**src/rtl/tod_irq_pkg.sv**
```systemverilog
package tod_irq_pkg;

  localparam int LOG_W = 5;

  // Flag word layout decoded by the interrupt receiver
  localparam int FLAG_UPD = 4;
  localparam int FLAG_ALM = 5;
  localparam int FLAG_PER = 6;
  localparam int FLAG_IRQ = 7;
  localparam logic [7:0] INT_COUNT = 8'd1;

  typedef enum logic [1:0] {
    ADDR_SET   = 2'd0,
    ADDR_CLR   = 2'd1,
    ADDR_ALARM = 2'd2,
    ADDR_FREQ  = 2'd3
  } regAddr_t;

  // Strobes and settings passed from control to datapath
  typedef struct packed {
    logic             restart;   // rearm the deadline from the current time
    logic             clrPer;    // clear periodic poll count
    logic             updOn;
    logic             almOn;
    logic             perOn;
    logic [LOG_W-1:0] intLog2;   // log2 of poll interval in reference ticks
    logic [LOG_W-1:0] thrLog2;   // log2 of polls per periodic interrupt
  } ctrlStrobes_t;

endpackage

```
**src/rtl/tod_irq_ctrl.sv**
```systemverilog
module tod_irq_ctrl
  import tod_irq_pkg::*;
#(
  parameter int REF_LOG2 = 13,
  parameter int DEF_LOG2 = 6,
  parameter int MIN_LOG2 = 1,
  parameter int HR_W     = 5,
  parameter int MIN_W    = 6,
  parameter int SEC_W    = 6,
  localparam int DATA_W  = HR_W + MIN_W + SEC_W
) (
  input  logic              clk,
  input  logic              rstN,
  input  logic              wrEn,
  input  logic [1:0]        wrAddr,
  input  logic [DATA_W-1:0] wrData,
  output ctrlStrobes_t      ctl,
  output logic [HR_W-1:0]   almHr,
  output logic [MIN_W-1:0]  almMin,
  output logic [SEC_W-1:0]  almSec
);

  localparam logic [LOG_W-1:0] DEF_C = LOG_W'(DEF_LOG2);
  localparam logic [LOG_W-1:0] MIN_C = LOG_W'(MIN_LOG2);
  localparam logic [LOG_W-1:0] MAX_C = LOG_W'(REF_LOG2);
  localparam logic [LOG_W-1:0] REF_C = LOG_W'(REF_LOG2);

  logic             updOn, almOn, perOn;
  logic             restartQ;
  logic [LOG_W-1:0] freqSel;
  logic [LOG_W-1:0] baseLog;
  logic             anyOn;
  logic             setHit, freqHit;

  function automatic logic [LOG_W-1:0] clampCode(input logic [3:0] code);
    logic [LOG_W-1:0] wide;
    wide = LOG_W'(code);
    if (wide < MIN_C)      return MIN_C;
    else if (wide > MAX_C) return MAX_C;
    else                   return wide;
  endfunction

  assign anyOn   = updOn | almOn | perOn;
  assign setHit  = wrEn && (regAddr_t'(wrAddr) == ADDR_SET);
  assign freqHit = wrEn && (regAddr_t'(wrAddr) == ADDR_FREQ);

  always_ff @(posedge clk) begin
    if (!rstN) begin
      updOn    <= 1'b0;
      almOn    <= 1'b0;
      perOn    <= 1'b0;
      restartQ <= 1'b0;
      freqSel  <= DEF_C;
      almHr    <= '0;
      almMin   <= '0;
      almSec   <= '0;
    end else begin
      restartQ <= setHit && (|wrData[2:0]) && !anyOn;
      if (wrEn) begin
        case (regAddr_t'(wrAddr))
          ADDR_SET: begin
            updOn <= updOn | wrData[0];
            almOn <= almOn | wrData[1];
            perOn <= perOn | wrData[2];
          end
          ADDR_CLR: begin
            updOn <= updOn & ~wrData[0];
            almOn <= almOn & ~wrData[1];
            perOn <= perOn & ~wrData[2];
          end
          ADDR_ALARM: begin
            almHr  <= wrData[DATA_W-1 -: HR_W];
            almMin <= wrData[SEC_W +: MIN_W];
            almSec <= wrData[SEC_W-1:0];
          end
          default: freqSel <= clampCode(wrData[3:0]);
        endcase
      end
    end
  end

  // Base rate: default unless periodic asks for more
  always_comb begin
    baseLog = (perOn && (freqSel > DEF_C)) ? freqSel : DEF_C;
    ctl.restart = restartQ;
    ctl.clrPer  = (setHit && wrData[2]) || freqHit;
    ctl.updOn   = updOn;
    ctl.almOn   = almOn;
    ctl.perOn   = perOn;
    ctl.intLog2 = REF_C - baseLog;
    ctl.thrLog2 = (freqSel <= baseLog) ? (baseLog - freqSel) : '0;
  end

  // the stored code never leaves the legal range
  a_r2_code_in_range: assert property (@(posedge clk) disable iff (!rstN)
    (freqSel >= MIN_C) && (freqSel <= MAX_C));

  // a set-enable write leaves the addressed enables on
  a_r11_set_sticks: assert property (@(posedge clk) disable iff (!rstN)
    setHit |=> ((updOn || !$past(wrData[0])) && (almOn || !$past(wrData[1]))
                && (perOn || !$past(wrData[2]))));

endmodule

```
**src/rtl/tod_irq_datapath.sv**
```systemverilog
module tod_irq_datapath
  import tod_irq_pkg::*;
#(
  parameter int CNT_W = 16,
  parameter int HR_W  = 5,
  parameter int MIN_W = 6,
  parameter int SEC_W = 6
) (
  input  logic             clk,
  input  logic             rstN,
  input  logic             refTick,
  input  logic             todBusy,
  input  logic [HR_W-1:0]  hours,
  input  logic [MIN_W-1:0] minutes,
  input  logic [SEC_W-1:0] seconds,
  input  ctrlStrobes_t     ctl,
  input  logic [HR_W-1:0]  almHr,
  input  logic [MIN_W-1:0] almMin,
  input  logic [SEC_W-1:0] almSec,
  output logic             irq,
  output logic [15:0]      irqFlags
);

  localparam logic [SEC_W-1:0] SEC_NONE = '1;

  logic [CNT_W-1:0] nowCnt, dueCnt, perCnt;
  logic [SEC_W-1:0] prevSec;

  logic             running, pollHit, isLate;
  logic [CNT_W-1:0] diffNow, intStep, stepDue, lateBy, lostCnt, nextDue;
  logic [CNT_W:0]   perSum, perLimit;
  logic             updFire, almFire, perFire, anyFire;

  // Deadline scheduling
  always_comb begin
    running = ctl.updOn | ctl.almOn | ctl.perOn;
    diffNow = nowCnt - dueCnt;
    pollHit = running && !ctl.restart && !todBusy && !diffNow[CNT_W-1];
    intStep = CNT_W'(1) << ctl.intLog2;
    stepDue = dueCnt + intStep;
    lateBy  = nowCnt - stepDue;
    isLate  = !lateBy[CNT_W-1] && (lateBy != '0);
    lostCnt = isLate ? ((lateBy >> ctl.intLog2) + CNT_W'(1)) : '0;
    nextDue = isLate ? (stepDue + ((lostCnt + CNT_W'(1)) << ctl.intLog2)) : stepDue;
  end

  // Source evaluation
  always_comb begin
    perSum   = {1'b0, perCnt} + {1'b0, lostCnt} + (CNT_W+1)'(1);
    perLimit = (CNT_W+1)'(1) << ctl.thrLog2;
    perFire  = pollHit && ctl.perOn && (perSum >= perLimit);
    updFire  = pollHit && ctl.updOn && (seconds != prevSec);
    almFire  = pollHit && ctl.almOn && (hours == almHr)
               && (minutes == almMin) && (seconds == almSec);
    anyFire  = updFire | almFire | perFire;
  end

  always_ff @(posedge clk) begin
    if (!rstN) begin
      nowCnt   <= '0;
      dueCnt   <= '0;
      perCnt   <= '0;
      prevSec  <= SEC_NONE;
      irq      <= 1'b0;
      irqFlags <= '0;
    end else begin
      if (refTick) nowCnt <= nowCnt + CNT_W'(1);

      if (ctl.restart)  dueCnt <= nowCnt + intStep;
      else if (pollHit) dueCnt <= nextDue;

      if (ctl.clrPer)                 perCnt <= '0;
      else if (pollHit && ctl.perOn)  perCnt <= perFire ? '0 : perSum[CNT_W-1:0];

      if (updFire) prevSec <= seconds;

      irq <= anyFire;
      if (anyFire) begin
        irqFlags <= '0;
        irqFlags[15:8]   <= INT_COUNT;
        irqFlags[FLAG_IRQ] <= 1'b1;
        irqFlags[FLAG_PER] <= perFire;
        irqFlags[FLAG_ALM] <= almFire;
        irqFlags[FLAG_UPD] <= updFire;
      end else begin
        irqFlags <= '0;
      end
    end
  end

  // the periodic count always stays below its limit
  a_r3_count_below_limit: assert property (@(posedge clk) disable iff (!rstN)
    ctl.perOn |-> ({1'b0, perCnt} < perLimit));

  // the seconds value that fired the update source is recorded
  a_r4_sec_recorded: assert property (@(posedge clk) disable iff (!rstN)
    updFire |=> (prevSec == $past(seconds)));

  // no pulse and no flags without a poll in the cycle before
  a_r7_pulse_needs_poll: assert property (@(posedge clk) disable iff (!rstN)
    !pollHit |=> (!irq && (irqFlags == 16'd0)));

  // every pulse carries the header and at least one source flag
  a_r6_flag_header: assert property (@(posedge clk) disable iff (!rstN)
    irq |-> ((irqFlags[15:7] == 9'b0000_0001_1) && (|irqFlags[6:4])
             && (irqFlags[3:0] == 4'd0)));

  // no sources enabled means no interrupt next cycle
  a_r9_idle_quiet: assert property (@(posedge clk) disable iff (!rstN)
    !running |=> !irq);

  // after a poll the deadline is never behind the poll time
  a_r10_deadline_ahead: assert property (@(posedge clk) disable iff (!rstN)
    pollHit |=> !((dueCnt - $past(nowCnt)) >> (CNT_W-1)));

endmodule

```
**src/rtl/tod_irq_engine.sv**
```systemverilog
module tod_irq_engine
  import tod_irq_pkg::*;
#(
  parameter int REF_LOG2 = 13,
  parameter int DEF_LOG2 = 6,
  parameter int CNT_W    = 16,
  parameter int HR_W     = 5,
  parameter int MIN_W    = 6,
  parameter int SEC_W    = 6,
  localparam int DATA_W  = HR_W + MIN_W + SEC_W
) (
  input  logic              clk,
  input  logic              rstN,
  input  logic              refTick,
  input  logic              todBusy,
  input  logic [HR_W-1:0]   hours,
  input  logic [MIN_W-1:0]  minutes,
  input  logic [SEC_W-1:0]  seconds,
  input  logic              wrEn,
  input  logic [1:0]        wrAddr,
  input  logic [DATA_W-1:0] wrData,
  output logic              irq,
  output logic [15:0]       irqFlags
);

  ctrlStrobes_t     ctl;
  logic [HR_W-1:0]  almHr;
  logic [MIN_W-1:0] almMin;
  logic [SEC_W-1:0] almSec;

  tod_irq_ctrl #(
    .REF_LOG2(REF_LOG2), .DEF_LOG2(DEF_LOG2), .MIN_LOG2(1),
    .HR_W(HR_W), .MIN_W(MIN_W), .SEC_W(SEC_W)
  ) i_ctrl (
    .clk(clk), .rstN(rstN), .wrEn(wrEn), .wrAddr(wrAddr), .wrData(wrData),
    .ctl(ctl), .almHr(almHr), .almMin(almMin), .almSec(almSec)
  );

  tod_irq_datapath #(
    .CNT_W(CNT_W), .HR_W(HR_W), .MIN_W(MIN_W), .SEC_W(SEC_W)
  ) i_datapath (
    .clk(clk), .rstN(rstN), .refTick(refTick), .todBusy(todBusy),
    .hours(hours), .minutes(minutes), .seconds(seconds), .ctl(ctl),
    .almHr(almHr), .almMin(almMin), .almSec(almSec),
    .irq(irq), .irqFlags(irqFlags)
  );

endmodule

```
**config.mk**
```make
export PLATFORM = sky130hd
export DESIGN_NAME = tod_irq_engine
export DESIGN_NICKNAME = d
export VERILOG_FILES = /design/src/rtl/tod_irq_pkg.sv /design/src/rtl/tod_irq_ctrl.sv /design/src/rtl/tod_irq_datapath.sv /design/src/rtl/tod_irq_engine.sv
export SDC_FILE = /design/constraint.sdc
export NUM_CORES = 1
export LEC_CHECK = 0
export BUFFER_PORTS_ARGS = -buffer_cell sky130_fd_sc_hd__buf_2
export CELL_PAD_IN_SITES_DETAIL_PLACEMENT = 1
export CELL_PAD_IN_SITES_GLOBAL_PLACEMENT = 2
export CORE_ASPECT_RATIO = 0.9
export CORE_MARGIN = 4
export CORE_UTILIZATION = 40
export CTS_CLUSTER_SIZE = 25
export DETAILED_ROUTE_END_ITERATION = 12
export GPL_TIMING_DRIVEN = 0
export PLACE_DENSITY = 0.85
export SLEW_MARGIN = 20
export SYNTH_ARGS = -nofsm -noshare
export SYNTH_HDL_FRONTEND = slang
export SYNTH_SLANG_ARGS = --single-unit
```
**constraint.sdc**
```tcl
create_clock -name clk -period 21.5 [get_ports clk]
set_clock_uncertainty 0.05 [all_clocks]
set_input_delay 1.075 -clock clk [delete_from_list [all_inputs] [get_ports clk]]
set_output_delay 1.075 -clock clk [all_outputs]
set_load 0.03 [all_outputs]
```
# Word-level counts from Yosys, hierarchy flattened

Cells that the tools add are included.

Bits in registers: 97
Input port bits: 41
Word-level logic and storage cells: 106

Add/subtract/negate cells: 12
Magnitude comparators: 5
Equal/unequal tests: 7
Shifts and indexed selects: 4
Mux-type cells: 13
Bitwise logic cells: 15
Reductions and logical operators: 35

Operator list:

| cell                                                | number |
|---|---|
| two-way mux 16 bit                                  | 5 |
| adder 16 x 1 -> 16 bit (second input constant)      | 3 |
| adder 16 bit                                        | 3 |
| subtractor 16 bit                                   | 2 |
| logical AND 1 bit                                   | 18 |
| adder 16 x 16 -> 17 bit                             | 1 |
| adder 17 x 1 -> 17 bit (second input constant)      | 1 |
| >= comparator 17 bit                                | 1 |
| << shifter 1 x 5 -> 17 bit (first input constant)   | 1 |
| nonzero test 16 bit                                 | 1 |
| << shifter 1 x 5 -> 16 bit (first input constant)   | 1 |
| << shifter 16 x 5 -> 16 bit                         | 1 |
| >> shifter 16 x 5 -> 16 bit                         | 1 |
| two-way mux 5 bit                                   | 3 |
| equality test 6 bit                                 | 2 |
| two-way mux 9 bit                                   | 1 |
| AND reduction 2 bit                                 | 4 |
| OR 1 bit                                            | 7 |
| != test 6 bit                                       | 1 |
| case mux 1 bit (2 select lines)                     | 3 |
| OR reduction 3 bit                                  | 2 |
| equality test 5 bit                                 | 1 |
| > comparator 5 x 3 -> 1 bit (second input constant) | 1 |
| less-or-equal comparator 5 bit                      | 1 |
| 14 further kinds                                    | 26 |

# Longest topological paths before layout

Depth after elaboration: 16
Mapped depth: 64
Mapped depth without buffers: 55

# Hierarchy

Synthesis repeated with hierarchy kept, for this count alone.

Cell total of the unflattened synthesis: 1575
Area, all modules: 11564.8 um^2

Modules (own cells, without submodules):

| module           | instances | cells each | area an instance (um^2) |
|---|---|---|---|
| tod_irq_datapath | 1         | 1430       | 10357.4 |
| tod_irq_ctrl     | 1         | 145        | 1207.4 |

# Least setup slack after synthesis

OpenSTA, ideal clock, no wires.

Path kind: reg-to-reg
From: register i_ctrl.freqSel[3]
To: register i_datapath.perCnt[10]
Setup time: 0.070 ns
Data arrival time: 11.940 ns
Required time: 21.380 ns
Setup slack: 9.440 ns
Stages on the path, launching flop included: 61
Path buffers: 10
Clock period less this slack: 12.060 ns
Path through: dfxtp_1 buf_2 and3b_1 buf_4 inv_4 buf_2 buf_1 buf_1 ha_1 clkbuf_1 inv_1 clkbuf_1 clkbuf_1 nand2_1 nor2_1 ha_1 clkbuf_1 a21oi_1 (+25 left out) a21o_1 a21o_1 a21o_1 a21oi_1 nor2b_1 o21ai_0 nand2b_1 a21o_1 maj3_1 a21oi_1 xnor2_1 ha_1 o21ai_0 nand2b_1 a21oi_1 clkbuf_1 nand3_1 a21oi_1

Word-level cells in the longest chain between the ends: 15
Elaborated cells on any way between the ends: 22

Ends and longest elaborated chain:

| what                                                               | RTL line                                       | RTL |
|---|---|---|
| start: declaration                                                 | tod_irq_ctrl.sv:30                             | `logic [LOG_W-1:0] freqSel;` |
| start signal: assignment                                           | tod_irq_ctrl.sv:76                             | `default: freqSel <= clampCode(wrData[3:0]);` |
| > comparator 5 x 3 -> 1 bit                                        | tod_irq_ctrl.sv:84                             | `baseLog = (perOn && (freqSel > DEF_C)) ? freqSel : DEF_C;` |
| logical AND 1 bit                                                  | tod_irq_ctrl.sv:84                             |  |
| two-way mux 5 bit                                                  | tod_irq_ctrl.sv:84                             |  |
| subtractor 4 x 5 -> 5 bit                                          | tod_irq_ctrl.sv:90                             | `ctl.intLog2 = REF_C - baseLog;` |
| << shifter 1 x 5 -> 16 bit                                         | tod_irq_datapath.sv:39                         | `intStep = CNT_W'(1) << ctl.intLog2;` |
| adder 16 bit                                                       | tod_irq_datapath.sv:40                         | `stepDue = dueCnt + intStep;` |
| subtractor 16 bit                                                  | tod_irq_datapath.sv:41                         | `lateBy = nowCnt - stepDue;` |
| >> shifter 16 x 5 -> 16 bit (tied with other cells)                | tod_irq_datapath.sv:43                         | `lostCnt = isLate ? ((lateBy >> ctl.intLog2) + CNT_W'(1)) : '0;` |
| adder 16 x 1 -> 16 bit / logical AND 1 bit (equally long branches) | tod_irq_datapath.sv:43, tod_irq_datapath.sv:42 |  |
| two-way mux 16 bit                                                 | tod_irq_datapath.sv:43                         |  |
| adder 16 x 16 -> 17 bit                                            | tod_irq_datapath.sv:49                         | `perSum = {1'b0, perCnt} + {1'b0, lostCnt} + (CNT_W+1)'(1);` |
| adder 17 x 1 -> 17 bit                                             | tod_irq_datapath.sv:49                         |  |
| >= comparator 17 bit                                               | tod_irq_datapath.sv:51                         | `perFire = pollHit && ctl.perOn && (perSum >= perLimit);` |
| logical AND 1 bit                                                  | tod_irq_datapath.sv:51                         |  |
| two-way mux 16 bit (*)                                             | tod_irq_datapath.sv:73                         | `else if (pollHit && ctl.perOn) perCnt <= perFire ? '0 : perSum[CNT_W-1:0];` |
| end signal: assignment                                             | tod_irq_datapath.sv:73                         |  |
| end: declaration                                                   | tod_irq_datapath.sv:26                         | `logic [CNT_W-1:0] nowCnt, dueCnt, perCnt;` |

Mark *: on every way between the ends. The rest lies on a longest branch, timed or not.
A chain may end at the register's enable or synchronous reset.

# Worst setup path after layout

From: register i_ctrl.freqSel[1]
To: register i_datapath.perCnt[12]

Same word-level chain as after synthesis.

==> reports/summary.txt <==
Vias in the first global route - 13,160
WP data arrival - 16,950 ps
Die Span Y - 172.8 µm
Max-cap viol count - 0
Aggregate global-route resource usage - 0.2821
Largest net degree at the start of global routing - 19
Final-report setup violation count - 0
Post-synth top area share - 0.1376
Worst path slowest cell - or4b_2
Clk sink count - 83
Placer Congestion - 0.9214
Slowest stage delay, CP - 660 ps
Minimum clock period - 16,710 ps
First-pass GRT wire length - 74,180 µm
Total length of routed met2 wires - 21,080 µm
Iteration-0 DRC Markers - 922
Hold worst-path end - i_datapath.perCnt[15]$_SDFFE_PP0P_
DRT Wirelength - 47,570 µm
Worst hold start - i_datapath.perCnt[15]$_SDFFE_PP0P_
Final period util - 0.7770
Top_reg_cell synth - dfxtp_1
Clk pin slew, worst setup/hold paths - 70 ps
Library cells used by synthesis - 118
Layout Utilization - 0.4419
Yosys top cell by area - dfxtp_1
Drt drc - 0
Clock Path Buffers - 2
Most frequent cells in the layout - nand2_1, nor2_1, a21oi_1, ha_1, dfxtp_1
Htree depth - 3
Kind of critical path - reg2reg
Synth Instances - 1,665
Worst reg2reg endpoint - i_datapath.perCnt[12]$_SDFFE_PP0P_
# hold bufs at CTS - 0
Reg2Reg Setup Slack - 4790 ps
Die ar. - 33,030 µm²
Num CTS Buffers - 9
Commonest non-fill, non-tap cell in the layout - nand2_1
Routed length on met3 - 2932 µm
Layout area overhead - 9.088%
IO Port Bufs - 43
Endpoints failing hold - 0
Synth area leaders - dfxtp_1, ha_1, a21oi_1
Slew Viols, Final - 0
Routed Antenna Nets - 0
Starting density of the core - 0.4051
Measured slew at the worst slew-check pin - 1153 ps
# rows - 60
Startpoint type of the worst setup path - flop
Hpwl dp - 38,670 µm
Crit path capture type - flop
Lkg Pwr - 5.376 nW
Drt pass-1 iters - 7
Top cell by count, worst path - a21o_1
Vias/cell - 6.113
Slew headroom - 0.2313
Die W - 191.1 µm
Min-Delay Path Depth - 2
TritonCTS clock tree - done
Post-Syn Area - 12,070 µm²
Hold Path Class - reg2reg
Drt wl/cell - 22.18 µm
Top Ports - 58
Layout fillers - 3,908
Core area - 29,800 µm²
Status - finished clean
CTS root buf - clkbuf_16
Syn avg cell area - 7.252 µm²
Synth Warn # - 0
Share of layout cells above drive strength 1 - 0.09483
Setup_tns - 0 ps
Post-CTS sizing - 0
Top Metal Used - met5
Detailed-route via count - 13,110
GRT overflow - 0
VDD IR max - 0.04606 mV
EDFF count, synth - 0
RSZ-0062 raised after global routing - false
Clk_lat worst skew - 370 ps
WP data required - 21,740 ps
Worst flop-to-flop path startpoint - i_ctrl.freqSel[1]$_SDFFE_PN1P_
Async S/R FF share, synth - 0
Wire length on met1 - 22,190 µm
Post-synthesis sequential area ratio - 0.1376
Crit. Startpoint - i_ctrl.freqSel[1]$_SDFFE_PN1P_
Initial antenna violation count - 2
R2r worst-path depth - 59
Fmax - 0.05986 GHz
Post-CTS setup buffers - 0
Synth Register Bits - 83
Worst Path Max Fanout - 10
Final net count - 1,882
PwrDens - 67.77 nW/µm²
[sequential cells by signal, summed over array words and instances (netlist names), named ones only]
name and flops:
i_ctrl.almHr 5, i_ctrl.almMin 6, i_ctrl.almSec 6, i_ctrl.freqSel 4, i_ctrl.restartQ 1, i_datapath.dueCnt 16
i_datapath.irqFlags 4, i_datapath.nowCnt 16, i_datapath.perCnt 16, i_datapath.prevSec 6
[where the power goes]
part           leakage (nW)  switching (W)  internal (W)
combinational          4.55       0.000356      0.000202
clock                 0.150      0.0000820     0.0000829
sequential            0.672     0.00000885      0.000161
total                  5.38       0.000447      0.000445
[stage by stage]
stage,hold WS [ps],instances,setup WS (ps),total power [W],instance area (µm²)
after floorplan,381.9,1681,9440,0.0005695,12130
after global placement,391.3,2127,5263,0.0007042,12850
after detailed placement,402.6,2127,5037,0.0007176,12860
after CTS,414.0,2143,4948,0.0008874,13170
after global routing,437.1,2143,3570,0.0009549,13170
final,413.9,2145,4795,0.0008927,13170
[final cells by class]
class,instances,area [µm²],share of cell area
multi-input combinational,1427,9748,0.7401
inverter,72,272.8,0.02071
timing repair buffer,43,215.2,0.01634
tap,403,504.2,0.03828
buffer,99,457.9,0.03477
antenna,2,5.005,0.0003800
sequential,83,1662,0.1262
clock buffer,9,225.2,0.01710
clock inverter,7,81.33,0.006175
[cells by family (layout without fill, tap and decap cells)]
logic type                 after synthesis  in the layout  synth area share
buffers and inverters                  171            230           0.06052
other                                    2             20         0.0006220
DFF                                     83             83            0.1376
muxes                                   33             33           0.02839
AOI/OAI and AO/OA                      510            510            0.3008
adders and majority gates              115            115            0.1195
xor gates and xnor gates               124            124           0.09233
and+or+nand+nor                        627            627            0.2602
[per-layer routing]
layer  global-route usage  vias to the layer above
li1                     -                     6241
met2               0.4429                      390
met4              0.08169                        2
met5                    0                        -
met3              0.05208                       76
met1               0.3950                     6404
[critical path: cells and delay by family (launching register included)]
kind,cells,cell delay [ps]
AND/OR/NAND/NOR,12,3060
buffers and inverters,14,4690
flip-flops,1,330
multiplexers,1,270
adder cells (fa/ha/maj),6,2000
XOR/XNOR,2,530
AO/OA/AOI/OAI,24,5680
[cells in the mapped netlist (32+ instances only)]
cell type    n
nand2_1    185
a21oi_1    151
nor3_1      32
nor2_1     156
o21ai_0     61
nand3_1     48
a21o_1      35
clkbuf_1    60
dfxtp_1     83
xor2_1      39
ha_1       103
xnor2_1     82
inv_1       67
[worst max-delay path by stage]
stage,cells after the start,to,slack (ps)
2_1_floorplan,60,i_datapath.perCnt[10]$_SDFFE_PP0P_,9440
3_3_place_gp,60,i_datapath.perCnt[12]$_SDFFE_PP0P_,5260
3_5_place_dp,59,i_datapath.perCnt[12]$_SDFFE_PP0P_,5040
4_1_cts,59,i_datapath.perCnt[12]$_SDFFE_PP0P_,4950
5_1_grt,60,i_datapath.perCnt[12]$_SDFFE_PP0P_,3570
6_report,59,i_datapath.perCnt[12]$_SDFFE_PP0P_,4790
Note: power is estimated with default switching activity, not from simulation.
